[src/rtl/vgc_pkg.sv]
package vgc_pkg;
  // Field selected by wr_addr[1:0] inside a channel slot
  typedef enum logic [1:0] {
    FLD_TARGET = 2'd0,
    FLD_FINE   = 2'd1
  } vgc_field_e;

  // Slot value in wr_addr[3:2] that holds the shared settings
  localparam logic [1:0] SHARED_SLOT = 2'd3;

  // Direction decided for one line
  typedef enum logic [1:0] {
    STEP_HOLD = 2'd0,
    STEP_UP   = 2'd1,
    STEP_DOWN = 2'd2
  } vgc_step_e;
endpackage

[src/rtl/vgc_regs.sv]
module vgc_regs
  import vgc_pkg::*;
#(
  parameter int NCH     = 3,
  parameter int DATA_W  = 8,
  parameter int TGT_W   = 7,
  parameter int FINE_W  = 5,
  parameter int TOL_W   = 4,
  parameter int TGT_MIN = 32,
  parameter int TGT_MAX = 99,
  parameter int TGT_RST = 64,
  parameter int TOL_RST = 4
) (
  input  logic                    clk,
  input  logic                    rst,
  input  logic                    wr_en,
  input  logic [3:0]              wr_addr,
  input  logic [DATA_W-1:0]       wr_data,
  output logic [NCH*TGT_W-1:0]    target_flat,
  output logic [NCH*FINE_W-1:0]   fine_flat,
  output logic [TOL_W-1:0]        tol
);
  localparam logic [DATA_W-1:0] MIN_D = DATA_W'(TGT_MIN);
  localparam logic [DATA_W-1:0] MAX_D = DATA_W'(TGT_MAX);

  logic [TGT_W-1:0] tgt_clamped;

  always_comb begin
    if (wr_data < MIN_D)      tgt_clamped = TGT_W'(TGT_MIN);
    else if (wr_data > MAX_D) tgt_clamped = TGT_W'(TGT_MAX);
    else                      tgt_clamped = wr_data[TGT_W-1:0];
  end

  for (genvar c = 0; c < NCH; c++) begin : g_slot
    logic hit_tgt, hit_fine;
    assign hit_tgt  = wr_en && (wr_addr[3:2] == 2'(c)) && (wr_addr[1:0] == FLD_TARGET);
    assign hit_fine = wr_en && (wr_addr[3:2] == 2'(c)) && (wr_addr[1:0] == FLD_FINE);

    always_ff @(posedge clk) begin
      if (rst) begin
        target_flat[c*TGT_W +: TGT_W] <= TGT_W'(TGT_RST);
        fine_flat[c*FINE_W +: FINE_W] <= '0;
      end else begin
        if (hit_tgt)  target_flat[c*TGT_W +: TGT_W] <= tgt_clamped;
        if (hit_fine) fine_flat[c*FINE_W +: FINE_W] <= wr_data[FINE_W-1:0];
      end
    end
  end

  always_ff @(posedge clk) begin
    if (rst) tol <= TOL_W'(TOL_RST);
    else if (wr_en && wr_addr[3:2] == SHARED_SLOT && wr_addr[1:0] == 2'd0)
      tol <= wr_data[TOL_W-1:0];
  end
endmodule

[src/rtl/vgc_line_timer.sv]
module vgc_line_timer #(
  parameter int SETTLE_CLKS = 3
) (
  input  logic clk,
  input  logic rst,
  input  logic hsync,
  output logic sample_stb
);
  localparam int CNT_W = $clog2(SETTLE_CLKS + 1);
  localparam logic [CNT_W-1:0] CNT_END = CNT_W'(SETTLE_CLKS);

  logic             hsync_d;
  logic             taken;
  logic [CNT_W-1:0] cnt;

  // cnt equals the number of high edges seen so far, capped at CNT_END
  assign sample_stb = hsync && hsync_d && (cnt == CNT_END) && !taken;

  always_ff @(posedge clk) begin
    if (rst) begin
      hsync_d <= 1'b0;
      cnt     <= '0;
      taken   <= 1'b0;
    end else begin
      hsync_d <= hsync;
      if (!hsync) begin
        cnt   <= '0;
        taken <= 1'b0;
      end else if (!hsync_d) begin
        cnt   <= CNT_W'(1);
        taken <= 1'b0;
      end else begin
        if (cnt != CNT_END) cnt <= cnt + 1'b1;
        if (sample_stb)     taken <= 1'b1;
      end
    end
  end
endmodule

[src/rtl/vgc_chan_loop.sv]
module vgc_chan_loop
  import vgc_pkg::*;
#(
  parameter int ADC_W      = 8,
  parameter int GAIN_W     = 7,
  parameter int TGT_W      = 7,
  parameter int TOL_W      = 4,
  parameter int LOCK_LINES = 4
) (
  input  logic              clk,
  input  logic              rst,
  input  logic              sample_stb,
  input  logic [ADC_W-1:0]  adc_code,
  input  logic [TGT_W-1:0]  target,
  input  logic [TOL_W-1:0]  tol,
  output logic [GAIN_W-1:0] gain,
  output logic              locked
);
  localparam int LK_W = $clog2(LOCK_LINES + 1);
  localparam logic [LK_W-1:0]   LK_END   = LK_W'(LOCK_LINES);
  localparam logic [GAIN_W-1:0] GAIN_MID = {1'b1, {(GAIN_W-1){1'b0}}};
  localparam logic [GAIN_W-1:0] GAIN_MAX = '1;

  logic [ADC_W-1:0] tgt_ext, tol_ext, mag;
  logic             in_tol;
  vgc_step_e        step;
  logic [LK_W-1:0]  run;

  assign tgt_ext = {{(ADC_W-TGT_W){1'b0}}, target};
  assign tol_ext = {{(ADC_W-TOL_W){1'b0}}, tol};

  always_comb begin
    if (adc_code < tgt_ext) begin
      step = STEP_UP;
      mag  = tgt_ext - adc_code;
    end else if (adc_code > tgt_ext) begin
      step = STEP_DOWN;
      mag  = adc_code - tgt_ext;
    end else begin
      step = STEP_HOLD;
      mag  = '0;
    end
  end

  assign in_tol = (mag <= tol_ext);

  always_ff @(posedge clk) begin
    if (rst) begin
      gain <= GAIN_MID;
      run  <= '0;
    end else if (sample_stb) begin
      unique case (step)
        STEP_UP:   if (gain != GAIN_MAX) gain <= gain + 1'b1;
        STEP_DOWN: if (gain != '0)       gain <= gain - 1'b1;
        default:   gain <= gain;
      endcase
      if (!in_tol)            run <= '0;
      else if (run != LK_END) run <= run + 1'b1;
    end
  end

  assign locked = (run == LK_END);
endmodule

[src/rtl/vgc_gain_servo.sv]
module vgc_gain_servo #(
  parameter int NCH         = 3,
  parameter int ADC_W       = 8,
  parameter int GAIN_W      = 7,
  parameter int FINE_W      = 5,
  parameter int TOL_W       = 4,
  parameter int SETTLE_CLKS = 3,
  parameter int LOCK_LINES  = 4
) (
  input  logic                   clk,
  input  logic                   rst,
  input  logic                   wr_en,
  input  logic [3:0]             wr_addr,
  input  logic [7:0]             wr_data,
  input  logic                   hsync,
  input  logic [NCH*ADC_W-1:0]   adc_code,
  output logic [NCH*GAIN_W-1:0]  coarse_gain,
  output logic [NCH*FINE_W-1:0]  fine_gain,
  output logic [NCH-1:0]         locked,
  output logic                   video_valid
);
  localparam int TGT_W = 7;

  logic [NCH*TGT_W-1:0] target_flat;
  logic [TOL_W-1:0]     tol;
  logic                 sample_stb;
  logic                 out_live;

  vgc_regs #(
    .NCH(NCH), .DATA_W(8), .TGT_W(TGT_W), .FINE_W(FINE_W), .TOL_W(TOL_W),
    .TGT_MIN(32), .TGT_MAX(99), .TGT_RST(64), .TOL_RST(4)
  ) u_regs (
    .clk(clk), .rst(rst), .wr_en(wr_en), .wr_addr(wr_addr), .wr_data(wr_data),
    .target_flat(target_flat), .fine_flat(fine_gain), .tol(tol)
  );

  vgc_line_timer #(.SETTLE_CLKS(SETTLE_CLKS)) u_timer (
    .clk(clk), .rst(rst), .hsync(hsync), .sample_stb(sample_stb)
  );

  for (genvar c = 0; c < NCH; c++) begin : g_ch
    vgc_chan_loop #(
      .ADC_W(ADC_W), .GAIN_W(GAIN_W), .TGT_W(TGT_W), .TOL_W(TOL_W),
      .LOCK_LINES(LOCK_LINES)
    ) u_loop (
      .clk(clk), .rst(rst), .sample_stb(sample_stb),
      .adc_code(adc_code[c*ADC_W +: ADC_W]),
      .target(target_flat[c*TGT_W +: TGT_W]),
      .tol(tol),
      .gain(coarse_gain[c*GAIN_W +: GAIN_W]),
      .locked(locked[c])
    );
  end

  always_ff @(posedge clk) begin
    if (rst) out_live <= 1'b0;
    else     out_live <= 1'b1;
  end

  assign video_valid = out_live && !hsync;
endmodule

[config.mk]
export PLATFORM = sky130hd
export DESIGN_NAME = vgc_gain_servo
export DESIGN_NICKNAME = d
export VERILOG_FILES = /design/src/rtl/vgc_pkg.sv /design/src/rtl/vgc_regs.sv /design/src/rtl/vgc_line_timer.sv /design/src/rtl/vgc_chan_loop.sv /design/src/rtl/vgc_gain_servo.sv
export SDC_FILE = /design/constraint.sdc
export NUM_CORES = 1
export LEC_CHECK = 0
export BUFFER_PORTS_ARGS = -buffer_cell sky130_fd_sc_hd__buf_2
export CAP_MARGIN = 20
export CORE_MARGIN = 1
export CORE_UTILIZATION = 50
export DETAILED_ROUTE_END_ITERATION = 6
export GPL_ROUTABILITY_DRIVEN = 0
export PLACE_DENSITY = 0.78
export SLEW_MARGIN = 20
export SYNTH_ARGS = -nofsm -noshare
export SYNTH_HDL_FRONTEND = slang
export SYNTH_SLANG_ARGS = --single-unit
[constraint.sdc]
create_clock -name clk -period 5.86 [get_ports clk]
set_input_delay 0.879 -clock clk [delete_from_list [all_inputs] [get_ports clk]]
set_output_delay 0.879 -clock clk [all_outputs]
set_load 0.02 [all_outputs]
==> results of run 1 <==
[placed cells by master, fill, tap and decap left out, drive strengths merged, types with 17 or more instances in the layout]
cell and count:
inv 88, mux2i 34, dfxtp 75, o21ai 34, a21oi 68, ha 76
xnor2 19, nand2 54, nand4 17, buf 81, nor2 99
[critical path, delay by kind of cell]
kind	cells	cell delay, ns
adder cells (fa/ha/maj)	3	0.95
AND/OR/NAND/NOR	4	0.90
AO/OA/AOI/OAI	7	1.30
buffers and inverters	4	0.37
[layer usage]
layer  routed length (um)  GRT usage  up-vias
met4                  259    0.07619        0
li1                     -          -     2916
met3                  891    0.04251       19
met2                 6633     0.3756      175
met5                    0          0        -
met1                 6975     0.3144     2690
[cell families after synthesis]
| logic type | Yosys count | synth area share |
|---|---|---|
| simple gates | 262 | 0.2042 |
| flops | 75 | 0.2398 |
| mux | 34 | 0.05496 |
| buf+inv | 124 | 0.07954 |
| xor+xnor | 22 | 0.03078 |
| compound gates | 198 | 0.2100 |
| fa+ha+maj | 85 | 0.1807 |
[area by class of cell]
| type | instances | area, um2 |
|---|---|---|
| Timing Repair Buffer | 81 | 410.4 |
| Fill cell | 1117 | 5095 |
| Clock inverter | 5 | 60.06 |
| Sequential cell | 75 | 1501 |
| Clock buffer | 11 | 242.7 |
| Multi-Input combinational cell | 601 | 4262 |
| Tap cell | 168 | 210.2 |
| Inverter | 88 | 330.3 |
[metrics by stage]
stage	instances	total power [mW]
final	1029	1.337
after global routing	1029	1.394
after CTS	1029	1.337
after detailed placement	1013	0.7781
after global placement	1013	0.7751
after floorplan	800	0.7152
[path summary, 6_finish.rpt]
path	from	to	slack, ns	cells after the start
setup / recovery	adc_code[8]	g_ch[1].u_loop.gain[6]$_SDFFE_PP1P_	1.73	18
hold / removal	u_timer.taken$_SDFFE_PP0P_	u_timer.taken$_SDFFE_PP0P_	0.48	2
setup reg to reg	u_regs.target_flat[14]$_SDFFE_PP0P_	g_ch[2].u_loop.run[2]$_SDFFE_PP0P_	2.01	18
hold reg to reg	u_timer.taken$_SDFFE_PP0P_	u_timer.taken$_SDFFE_PP0P_	0.48	2
[sequential cells by signal, summed over array words and instances, names as in the netlist]
name	count
g_ch.u_loop.run	9
u_regs.tol	4
u_timer.taken	1
u_regs.target_flat	21
out_live	1
u_timer.cnt	2
u_regs.fine_flat	15
g_ch.u_loop.gain	21
u_timer.hsync_d	1
[power by group]
part | total [mW] | internal, mW | switching, mW
sequential | 0.519 | 0.515 | 0.00409
clock | 0.565 | 0.343 | 0.222
combinational | 0.254 | 0.102 | 0.151
==> summary.txt, run 1 <==
Setup path
  – Data required time of the worst path: 6.13 ns
  – Kind of critical path: in2reg
  – Setup crit end kind: register
  – Slowest-stage cell, CP: sky130_fd_sc_hd__or4_1
  – Most frequent CP cell: sky130_fd_sc_hd__inv_1
  – Arrival time at the worst endpoint: about 4.4 ns
  – Delay contributed by the slowest stage of the critical path: 0.47 ns
  – Maximum fanout along the worst path: 10
  – Startpoint type of the worst setup path: input pin
  – Cell chain of the critical path: buf_2, inv_1, ha_1, inv_1, fa_1, a21o_1, a21oi_1, o21ai_2, nand2_1, inv_1, ha_1, nor2b_1, o21ai_0, a21boi_0, o21ai_0, a21oi_1, or4_1, nand3_1

Yosys
  – Portion of the post-synthesis area used by sequential elements: 0.2398
  – Share of synthesized registers carrying an async set or reset: 0
  – Number of synthesized register bits: 75
  – Post-synthesis area per instance: 7.826 um2
  – Cell types with the highest counts after synthesis: 99 x sky130_fd_sc_hd__nor2_1, 86 x sky130_fd_sc_hd__inv_1, 76 x sky130_fd_sc_hd__ha_1, 75 x sky130_fd_sc_hd__dfxtp_1, 67 x sky130_fd_sc_hd__a21oi_1
  – Yosys warnings: 0
  – Area contributors post-synth: sky130_fd_sc_hd__dfxtp_1 24%, sky130_fd_sc_hd__ha_1 15%, sky130_fd_sc_hd__nor2_1 5.9%
  – Cell taking the most area after synthesis: sky130_fd_sc_hd__dfxtp_1
  – Cell variety after synth: 74
  – Most common cell in the synthesized netlist: sky130_fd_sc_hd__nor2_1
  – Fraction of synthesized cell area taken by the top area cell type: 0.2398
  – Dominant synthesized flop cell: sky130_fd_sc_hd__dfxtp_1
  – Net count after synthesis: about 930
  – Count of flip-flops with a built-in enable after synthesis: 0
  – Synthesized cell area: 6261 um2
  – Number of cells produced by synthesis: 800

Clock network
  – Maximum count of clock buffers along a single path: 2
  – Post-CTS Repair Setup Buffers: 0
  – Cells resized by post-CTS repair: 0
  – TritonCTS Buffers: 9
  – CTS sink count: 75
  – Clk Latency, worst-skew pair: 0.34 ns
  – Deepest level of the CTS H-tree: 3
  – CTS Hold Buffers Added: 0
  – Clock tree root driver cell: sky130_fd_sc_hd__clkbuf_16
  – Register clock-pin slew on the reported worst setup and hold paths: 0.06 ns
  – TritonCTS clock tree: built

STA
  – Worst slew pin tran: 0.9657 ns
  – Final Setup Violations: 0
  – Worst rel slew slack: 0.3548
  – Number of hold violations in the final report: 0
  – Setup repair after global routing missed its margin: no
  – Min Hold Slack: 0.4819 ns
  – Final Max Tran Viols: 0
  – Shortest period the worst path allows: just over 4 ns
  – Final critical-path setup slack: 1.729 ns
  – Worst setup skew after layout: around 0.0075 ns
  – Setup TNS: 0 ns
  – Final period utilization: 0.7049
  – Achievable frequency: 242.1 MHz

Floorplan
  – DIE AREA: 12970 um2
  – Count of boundary I/O pins: 80
  – Placement Rows: 40
  – Area inside the core boundary: 12110 um2
  – Die X: about 110 um
  – Initial Util: 0.5169
  – Die extent in y: 113.9 um

Layout
  – Final design area excluding fillers: ~7000 um2
  – Final design utilization: 0.5793
  – Layout area overhead: 12.07%
  – Antenna diode count: 0
  – Fraction of layout instances using a drive strength above 1: 0.1301
  – Number of nets in the finished design: approximately 980

Routing
  – Number of design-rule violations left by the first detailed-router iteration: 299
  – Number of antenna-violating nets in the routed design: 0
  – Post-detailed-route DRC marker count: 0
  – DR pass1 iterations: 5
  – Detailed-route wire length: 14.76 mm
  – Detailed-route via count: 5800
  – Drt via density: 5.637
  – WL per Instance: around 14 um

Flow run
  – Max-capacitance violation count: 0

Placement
  – Post-place instance area: approximately 6700 um2
  – Setup slack after placement: ~1.4 ns
  – Count of buffers from port buffering: 79
  – DP Wirelength: 11.12 mm

Power and ir drop
  – IR drop worst, VDD: 0.1771 mV
  – Leak Pwr: 3.189 nW
  – Power per cell area: about 190 nW/um2

Global route
  – GRT Residual Overflow: 0
  – Maximum number of pins on one net before global-route repair: 67
  – Global-route wire length before repair: between 20 and 25 mm
  – GR Util All Layers: 0.2328
  – Via count of the first global-routing pass: 5165
  – Antenna violations before repair: 0

Outcome
  – Status: finished, final reports clean

Hold path
  – Hold Crit Class: reg2reg
Power figures use the tool's default switching activity.
==> run 2: changes to the inputs <==
ABC_AREA = 1   (was not set)
PLACE_DENSITY = 0.81   (was 0.78)
clock period = 3.5 ns   (was 5.86 ns; I/O delays follow)
==> run 2 against run 1 <==
Against the previous run:
- critical path depth grew 1
- clock-buffer cell count shrank 2
- synthesized cell count grew 21%
- via count grew 6.3%
- first-iteration DRC count grew 9.0%
- register-to-register slack lost 1.6 ns
- sequential cell count is the same
- cell count grew 18%
- clock skew shrank 0.0031 ns
- global-route usage grew 0.85 points
- combinational power grew 100%
- routed wire length grew 1.1%
- highest routed layer unchanged
==> summary.txt, run 2 <==
STA
  – Worst setup skew after layout: 0.004382 ns (-0.003129 ns)
  – Final Max Tran Viols: 0 (unchanged)
  – Setup repair after global routing missed its margin: no
  – Setup TNS: 0 ns (unchanged)
  – Worst rel slew slack: 0.4036 (+0.04878)
  – Final critical-path setup slack: 0.4035 ns (-1.326 ns)
  – Number of hold violations in the final report: 0 (unchanged)
  – Achievable frequency: about 320 MHz
  – Final Setup Violations: 0 (unchanged)
  – Final period utilization: 0.8847
  – Worst slew pin tran: 0.8879 ns (-0.07775 ns)
  – Shortest period the worst path allows: 3.097 ns

Yosys
  – Fraction of the mapped netlist area in compound gates: 0.1680 (-0.04208)
  – Number of synthesized register bits: 75 (unchanged)
  – Post-synthesis area per instance: 6.711 um2 (-14%)
  – Cell taking the most area after synthesis: sky130_fd_sc_hd__dfxtp_1
  – Largest family of logic cells by synthesized area: simple AND/OR/NAND/NOR gates
  – Number of cells produced by synthesis: 968 (+21%)
  – Share of synthesized registers carrying an async set or reset: 0 (unchanged)
  – Post-synthesis share of cell area spent on and, or, nand and nor gates: 0.2531 (+0.04885)
  – Mux cell area share after synthesis: 0 (-0.05496)
  – Net count after synthesis: 1093 (+18%)
  – Yosys warnings: 0 (unchanged)
  – Synthesized cell area: 6496 um2 (+3.8%)
  – Count of flip-flops with a built-in enable after synthesis: 0 (unchanged)
  – Portion of the post-synthesis area used by sequential elements: 0.2311 (-0.008683)
  – Synthesized-area fraction occupied by adder cells: 0.1741 (-0.006541)
  – Dominant synthesized flop cell: sky130_fd_sc_hd__dfxtp_1
  – Area contributors post-synth: sky130_fd_sc_hd__dfxtp_1 23%, sky130_fd_sc_hd__ha_1 15%, sky130_fd_sc_hd__nand2_1 11%
  – Share of the synthesized netlist area taken by xor and xnor gates: 0.04314 (+0.01237)
  – Most common cell in the synthesized netlist: sky130_fd_sc_hd__nand2_1
  – Cell variety after synth: 42 (-43%)
  – Cell types with the highest counts after synthesis: 188 x sky130_fd_sc_hd__nand2_1, 167 x sky130_fd_sc_hd__inv_1, 81 x sky130_fd_sc_hd__a21oi_1, 79 x sky130_fd_sc_hd__nor2_1, 76 x sky130_fd_sc_hd__ha_1
  – Fraction of synthesized cell area taken by the top area cell type: 0.2311 (-0.008683)

Clock network
  – Clock tree root driver cell: sky130_fd_sc_hd__clkbuf_16
  – Cells resized by post-CTS repair: 0 (unchanged)
  – Register clock-pin slew on the reported worst setup and hold paths: 0.06 ns (about the same)
  – TritonCTS clock tree: built
  – Clk Latency, worst-skew pair: 0.35 ns (about the same)
  – Maximum count of clock buffers along a single path: 2 (unchanged)
  – Deepest level of the CTS H-tree: 3 (unchanged)
  – CTS Hold Buffers Added: 0 (unchanged)
  – TritonCTS Buffers: 9 (unchanged)
  – Post-CTS Repair Setup Buffers: 0 (unchanged)
  – CTS sink count: 75 (unchanged)

Flow run
  – Max-capacitance violation count: 0 (unchanged)

Global route
  – Antenna violations before repair: 1 (+1)
  – GR Util All Layers: 0.2413 (+0.008489)
  – GRT Residual Overflow: 0 (unchanged)
  – Maximum number of pins on one net before global-route repair: 38 (-43%)
  – Via count of the first global-routing pass: 5841 (+13%)
  – Global-route wire length before repair: 25.83 mm (+5.6%)

Layout
  – Number of nets in the finished design: 1165 (+19%)
  – Most used cells in the layout excluding fill and tap cells: 188 x sky130_fd_sc_hd__nand2_1, 167 x sky130_fd_sc_hd__inv_1, 81 x sky130_fd_sc_hd__a21oi_1
  – Most common library cell in the layout ignoring fill and taps: sky130_fd_sc_hd__nand2_1
  – Registers with the most flip-flops: g_ch.u_loop.gain x21, u_regs.target_flat x21, u_regs.fine_flat x15
  – Fraction of layout instances using a drive strength above 1: 0.1522 (+0.02207)
  – Layout area overhead: 12.63%
  – Final design utilization: 0.5798 (about the same)

Floorplan
  – DIE AREA: 13450 um2 (+3.7%)
  – Die X: 116.0 um (+1.8%)
  – Count of boundary I/O pins: 80 (unchanged)
  – Initial Util: 0.5148 (-0.002169)
  – Placement Rows: 41 (+2.5%)
  – Die extent in y: 116.0 um (+1.8%)
  – Area inside the core boundary: 12620 um2 (+4.2%)

Routing
  – Detailed-route via count: 6168 (+6.3%)
  – Number of design-rule violations left by the first detailed-router iteration: 326 (+9.0%)
  – Post-detailed-route DRC marker count: 0 (unchanged)
  – Detailed-route wire length: 14.92 mm (+1.1%)
  – Number of antenna-violating nets in the routed design: 0 (unchanged)
  – DR pass1 iterations: 5 (unchanged)
  – WL per Instance: 12.25 um (-15%)
  – Drt via density: 5.064 (-10%)

Power and ir drop
  – Part of the power in registers: 0.371 (-0.017)
  – Clk network pwr share: 0.411 (-0.011)
  – Switching power summed over all nets: 0.7276 mW (+93%)
  – Switching fraction of total power: 0.3091 (+0.02707)
  – Power Internal: 1.626 mW (+69%)
  – IR drop worst, VDD: 0.2283 mV (+29%)
  – Leak Pwr: 3.820 nW (+20%)
  – Power per cell area: 321.7 nW/um2 (+69%)
  – Proportion of power drawn by combinational gates: 0.217 (+0.027)

Setup path
  – Kind of critical path: reg2reg
  – Setup crit end kind: register
  – Data required time of the worst path: 3.72 ns (-2.41 ns)
  – Startpoint type of the worst setup path: register
  – Maximum fanout along the worst path: 7 (-3)
  – Arrival time at the worst endpoint: 3.32 ns (-1.08 ns)

Placement
  – Count of buffers from port buffering: 79 (unchanged)
  – Setup slack after placement: 0.09574 ns (-1.326 ns)
  – DP Wirelength: 11.81 mm (+6.3%)

Hold path
  – Hold Crit Class: in2reg

Outcome
  – Status: finished, final reports clean
run 2: changes by cell type in the layout (fill, tap and decap cells not counted), moves of 20 or more:
cell and delta:
sky130_fd_sc_hd__nor2_1 -20, sky130_fd_sc_hd__nand2_1 +135, sky130_fd_sc_hd__nand3_1 +32, sky130_fd_sc_hd__mux2i_1 -33, sky130_fd_sc_hd__inv_1 +81, sky130_fd_sc_hd__o21ai_0 +34
run 2: through the flow:
stage	total power [mW]	cell area, um2	hold WS [ns]	std cells
4_1_cts	2.371	7315	0.3994	1217
3_5_place_dp	1.400	7005	0.4772	1201
5_1_grt	2.484	7317	0.4122	1218
2_1_floorplan	1.278	6496	0.4505	968
3_3_place_gp	1.389	7005	0.4644	1201
6_report	2.354	7317	0.4086	1218
run 2: cells by family (layout without fill, tap and decap cells):
group,after synthesis,in the layout
and+or+nand+nor,372,372
xor gates and xnor gates,32,32
adders and majority gates,85,85
DFF,75,75
other,0,1
AOI/OAI and AO/OA,196,196
buffers and inverters,208,285
run 2: cell type report:
cell class,count,area [um2]
multi-input combinational,685,4146
clock inverter,7,83.83
sequential,75,1501
timing repair buffer,86,447.9
inverter,183,694.4
antenna,1,2.502
clock buffer,9,225.2
tap,172,215.2
fill,1198,5303
run 2: routing by layer:
metal	global-route usage	wire, um	up-vias
li1	-	-	3252
met3	0.05753	812	33
met2	0.4135	6925	169
met5	0	0	-
met4	0.1000	455	0
met1	0.2888	6729	2714
run 2: power groups by stage:
stage          sequential (mW)  combinational, mW  clock, mW
6_report                 0.874              0.512      0.969
3_3_place_gp             0.892              0.497          0
5_1_grt                  0.875              0.587       1.02
2_1_floorplan            0.895              0.382          0
4_1_cts                  0.874              0.510      0.987
3_5_place_dp             0.893              0.507          0
run 2: worst max-delay path, cell delays in order (launching register included):
cell                      delay (ns)
sky130_fd_sc_hd__dfxtp_1        0.39
sky130_fd_sc_hd__ha_1           0.18
sky130_fd_sc_hd__inv_1          0.07
sky130_fd_sc_hd__fa_1           0.42
sky130_fd_sc_hd__inv_1          0.12
sky130_fd_sc_hd__o21ai_2        0.08
sky130_fd_sc_hd__a21oi_2        0.16
sky130_fd_sc_hd__inv_2          0.08
sky130_fd_sc_hd__nand2_4        0.10
sky130_fd_sc_hd__inv_2          0.09
sky130_fd_sc_hd__ha_1           0.36
sky130_fd_sc_hd__nand2_1        0.07
sky130_fd_sc_hd__o21ai_0        0.25
sky130_fd_sc_hd__nand2_1        0.08
sky130_fd_sc_hd__nand2_1        0.07
sky130_fd_sc_hd__a21oi_1        0.07
sky130_fd_sc_hd__xnor2_1        0.20
sky130_fd_sc_hd__nor2_1         0.07
sky130_fd_sc_hd__nand2_1        0.06
sky130_fd_sc_hd__nand3_1        0.06
run 2: worst paths after layout:
path / start / depth (start not counted) / end / slack [ns]
max: u_regs.target_flat[7]$_SDFFE_PP0P_ / 19 / g_ch[1].u_loop.gain[6]$_SDFFE_PP1P_ / 0.40
min: wr_data[6] / 2 / u_regs.target_flat[5]$_SDFFE_PP0P_ / 0.41
max reg2reg: u_regs.target_flat[7]$_SDFFE_PP0P_ / 19 / g_ch[1].u_loop.gain[6]$_SDFFE_PP1P_ / 0.40
min reg2reg: u_timer.cnt[0]$_SDFFE_PP0P_ / 2 / u_timer.cnt[0]$_SDFFE_PP0P_ / 0.48
